--- config.mk ---
export PLATFORM = sky130hd
export DESIGN_NAME = exec_unit
export DESIGN_NICKNAME = d
export VERILOG_FILES = /design/src/rtl/exec_unit.sv
export SDC_FILE = /design/constraint.sdc
export NUM_CORES = 1
export LEC_CHECK = 0
export ABC_AREA = 1
export ABC_CLOCK_PERIOD_IN_PS = 16900
export BUFFER_PORTS_ARGS = -buffer_cell sky130_fd_sc_hd__clkbuf_2
export CAP_MARGIN = 20
export CORE_UTILIZATION = 30
export DETAILED_ROUTE_END_ITERATION = 8
export GPL_ROUTABILITY_DRIVEN = 0
export PLACE_DENSITY = 0.59
export SYNTH_ARGS = -nofsm -noshare
export SYNTH_HDL_FRONTEND = slang
export SYNTH_SLANG_ARGS = --single-unit
export TNS_END_PERCENT = 50
--- constraint.sdc ---
create_clock -name clk -period 16.9 [get_ports clk]
set_input_delay 5.07 -clock clk [delete_from_list [all_inputs] [get_ports clk]]
set_output_delay 5.07 -clock clk [all_outputs]
set_load 0.1 [all_outputs]
--- src/rtl/exec_unit.sv ---
module exec_unit #(
  parameter int WIDTH = 32
) (
  input  logic             clk,
  input  logic             rst,
  input  logic [3:0]       icode,
  input  logic [3:0]       ifun,
  input  logic [WIDTH-1:0] val_a,
  input  logic [WIDTH-1:0] val_b,
  input  logic [WIDTH-1:0] val_c,
  output logic [WIDTH-1:0] val_e,
  output logic             take_branch,
  output logic             flag_z,
  output logic             flag_s,
  output logic             flag_o
);
  localparam logic [3:0] C_RRMOV = 4'd2, C_IRMOV = 4'd3, C_RMMOV = 4'd4,
                         C_MRMOV = 4'd5, C_OP    = 4'd6, C_JMP   = 4'd7,
                         C_CALL  = 4'd8, C_RET   = 4'd9, C_PUSH  = 4'd10,
                         C_POP   = 4'd11;
  localparam logic [WIDTH-1:0] PLUS4  = WIDTH'(4);
  localparam logic [WIDTH-1:0] MINUS4 = -PLUS4;
  localparam int MSB = WIDTH - 1;

  logic [WIDTH-1:0] op_a, op_b;
  logic [1:0]       fn;
  logic             ovf, x;

  always_comb begin
    case (icode)
      C_RRMOV, C_OP:             op_a = val_a;
      C_IRMOV, C_RMMOV, C_MRMOV: op_a = val_c;
      C_CALL, C_PUSH:            op_a = MINUS4;
      C_RET, C_POP:              op_a = PLUS4;
      default:                   op_a = '0;
    endcase
  end

  assign op_b = (icode == C_RRMOV || icode == C_IRMOV) ? '0 : val_b;
  assign fn   = (icode == C_OP) ? ifun[1:0] : 2'd0;

  always_comb begin
    case (fn)
      2'd0:    val_e = op_b + op_a;
      2'd1:    val_e = op_b - op_a;
      2'd2:    val_e = op_b & op_a;
      default: val_e = op_b ^ op_a;
    endcase
  end

  always_comb begin
    case (fn)
      2'd0:    ovf = (op_a[MSB] == op_b[MSB]) && (val_e[MSB] != op_a[MSB]);
      2'd1:    ovf = (op_a[MSB] != op_b[MSB]) && (val_e[MSB] != op_b[MSB]);
      default: ovf = 1'b0;
    endcase
  end

  always_ff @(posedge clk) begin
    if (rst) begin
      flag_z <= 1'b1;
      flag_s <= 1'b0;
      flag_o <= 1'b0;
    end else if (icode == C_OP) begin
      flag_z <= (val_e == '0);
      flag_s <= val_e[MSB];
      flag_o <= ovf;
    end
  end

  assign x = flag_s ^ flag_o;

  always_comb begin
    take_branch = 1'b0;
    if (icode == C_JMP) begin
      case (ifun)
        4'd0:    take_branch = 1'b1;
        4'd1:    take_branch = x | flag_z;
        4'd2:    take_branch = x;
        4'd3:    take_branch = flag_z;
        4'd4:    take_branch = !flag_z;
        4'd5:    take_branch = !x;
        4'd6:    take_branch = !x && !flag_z;
        default: take_branch = 1'b0;
      endcase
    end
  end

  a_r4_reset_flags: assert property (@(posedge clk)
    rst |=> (flag_z && !flag_s && !flag_o));
  a_r5_hold_flags: assert property (@(posedge clk) disable iff (rst)
    (icode != C_OP) |=> $stable({flag_z, flag_s, flag_o}));
  a_r6_zero_flag: assert property (@(posedge clk) disable iff (rst)
    (icode == C_OP) |=> (flag_z == ($past(val_e) == '0)));
  a_r7_logic_no_overflow: assert property (@(posedge clk) disable iff (rst)
    (icode == C_OP && ifun[1]) |=> !flag_o);
  a_r8_always_jump: assert property (@(posedge clk) disable iff (rst)
    (icode == C_JMP && ifun == 4'd0) |-> take_branch);
  a_r9_no_branch: assert property (@(posedge clk) disable iff (rst)
    (icode != C_JMP) |-> !take_branch);
endmodule

==> metrics <==
fmax=66.85 MHz; PwrDens=85.47 mW/mm2; worst slew margin relative to its limit=0.2915; Post-synth ARST share=0; VDD IR max=105.7 uV; Detailed Route Iter0 Violations=428; Initial Utilization=0.3089; Die X=130.4 um; First-pass DRT Iterations=5; Post-CTS Setup Bufs=0; Yosys warning count=0; Non-Filler Instances=1265; layout cells sized above 1=0.1897; Tmin final=14.96 ns; worst skew pair latency=0.22 ns; Sink Count=3; Root Buffer Master=clkbuf_16; Synth top area share=0.1716; FF/Latch Area=60.06 um2; initial antenna violation count=0; critical path capture point type=output pin; Hold-fix buffers, CTS=0; Synth-to-Final Area Change=19.27%; nets=1221; DP HPWL=15.18 mm; Slew Limit Fails=0; die area=0.01699 mm2; top-count cell post-synth=nand2_1; average size of a mapped cell=5.355 um2; count of cell types in the netlist=49; worst slew pin tran=1.062 ns; Critical Path Start Type=input pin; WL/cell=14.09 um; H-Tree Depth=1; Final Skew=0 ns; CTS buffer count=3; Syn Inst Count=923; # diodes=0; WP data required=11.83 ns; CTS tree=yes; Placed Cells=1261; cell accounting for the most synthesized area=nand2_1; final worst path period share=0.8851; WHS=0.5593 ns; Routed WL=17.82 mm; mapped cell area=0.004942 mm2; Seq cells post-synth=3; I/O Pins=142; IO Port Bufs=141; sequential cell area fraction in the yosys report=0.01215; status=completed; Die Y=130.4 um; filler cell count=1851; max-cap violations=0; Setup-failing EPs final=0; top post-synthesis cells by count=nand2_1 (226), inv_1 (146), nor2_1 (139), a21oi_1 (65), ha_1 (64); clk buf depth=2; RSZ-0062 raised after global routing=no; core box area=0.01600 mm2; Clock transition at path regs=0.03 ns; setup slack after layout=1.941 ns; gr ovfl total=0; Post-Route Setup TNS=0 ns; DR vias=6178; Max FO, Critical Path=20; Leak Pwr=3.529 nW; R2R Path Start=flag_o$_SDFFE_PP0N_; Worst Hold Class=reg2reg; Rows=46; Final Hold Fails=0; residual DRC count=0; pin count of the biggest net entering global routing=30; largest cells by area after synthesis=nand2_1 (17%), ha_1 (16%), inv_1 (11%); Final ANT Viol Nets=0; first-pass GRT wire length=28.17 mm; CP arrival=9.89 ns; vias in the first global route=5555; prevailing post-synth register cell=dfxtp_1; syn_nets=1094; Post-synth EDFFs=0; pre-CTS setup slack=1.984 ns; WS Path Type=in2out; area of the multi-input gates=0.004194 mm2; via density per instance=4.884; All-Layer GR Usage=0.2102; CP startpoint=icode[3]; HP Start=flag_z$_SDFFE_PP1N_; Resize count post-CTS=0
==> cell type report <==
cell class,instances,share of cell area
flip-flops and latches,3,0.01019
repair buffers,143,0.1223
well taps,216,0.04585
multi-input cells,747,0.7115
clock buffers,4,0.01337
inverters,152,0.09679
==> cells in the final DEF, fill, tap and decap left out, types with 2 or more instances in the layout <==
| cell | instances |
|---|---|
| or2_2 | 7 |
| ha_1 | 64 |
| o211ai_1 | 2 |
| nor3_1 | 13 |
| a21boi_0 | 3 |
| inv_1 | 146 |
| o21ai_2 | 2 |
| nor2_4 | 2 |
| nor2_1 | 138 |
| a22o_1 | 6 |
| nand3_1 | 60 |
| a31oi_1 | 3 |
| nand2_1 | 226 |
| o21a_1 | 3 |
| buf_4 | 2 |
| clkbuf_16 | 3 |
| nor3_2 | 3 |
| nand3b_1 | 7 |
| a21oi_1 | 65 |
| a21oi_2 | 3 |
| nand2_4 | 5 |
| dfxtp_1 | 3 |
| nand2_2 | 13 |
| a21o_1 | 6 |
| o21ai_0 | 39 |
| nand4_1 | 8 |
| o31ai_1 | 2 |
| clkbuf_2 | 141 |
| xor2_1 | 22 |
| inv_2 | 5 |
| o221ai_1 | 2 |
| xnor2_1 | 13 |
| nor4_1 | 2 |
| o21bai_1 | 6 |
| nand3_2 | 4 |
| nor2_2 | 8 |
==> critical path: stages <==
cell,delay [ns]
clkbuf_2,0.12
inv_1,0.12
nand2_1,0.10
nor2_2,0.30
inv_1,0.09
nor2_1,0.13
nand2_1,0.45
inv_1,0.55
nor2_1,0.15
a21oi_1,0.18
xnor2_1,0.14
inv_1,0.06
ha_1,0.36
nand2_1,0.12
nor2_1,0.18
nand2_1,0.08
o21ai_0,0.42
nand3_1,0.17
nand2_1,0.12
nand2_1,0.06
nand2_1,0.07
nor2_1,0.04
o21bai_1,0.27
clkbuf_2,0.52
==> flip-flops by register name, indices dropped and copies added (netlist names) <==
name / count
flag_z: 1
flag_o: 1
flag_s: 1
==> layer usage <==
layer  wire length (um)  GRT usage
met1               8611     0.2973
met2               7962     0.3482
met3                953    0.01558
met4                294    0.04124
met5                  0          0
==> kinds of logic after synthesis <==
logic type / synth area share
buffers and inverters: 0.1397
adder cells (fa/ha/maj): 0.1661
AO/OA/AOI/OAI: 0.1767
AND/OR/NAND/NOR: 0.4433
XOR/XNOR: 0.06202
flip-flops: 0.01215
==> power by group <==
| part | switching [mW] | leakage (nW) | total (mW) | internal (mW) |
|---|---|---|---|---|
| clock network | 0.00714 | 0.0382 | 0.0383 | 0.0312 |
| logic | 0.357 | 3.47 | 0.458 | 0.101 |
| registers | 0.000286 | 0.0244 | 0.00768 | 0.00739 |
| total | 0.364 | 3.53 | 0.504 | 0.140 |
==> metrics by stage <==
stage | cell area (um2) | utilization | power [mW]
4_1_cts | 5894 | 0.3684 | 0.5005
2_1_floorplan | 4942 | - | 0.3693
3_3_place_gp | 5816 | 0.3635 | 0.4613
6_report | 5894 | 0.3684 | 0.5038
5_1_grt | 5894 | 0.3684 | 0.5370
3_5_place_dp | 5816 | 0.3635 | 0.4603
==> path summary, 6_finish.rpt <==
| check | to | slack (ns) | cells after the start |
|---|---|---|---|
| max | val_e[17] | 1.94 | 24 |
| max reg2reg | flag_o$_SDFFE_PP0N_ | 16.22 | 4 |
| min | flag_z$_SDFFE_PP1N_ | 0.56 | 2 |
| min reg2reg | flag_z$_SDFFE_PP1N_ | 0.56 | 2 |
Note: power is estimated with default switching activity, not from simulation.
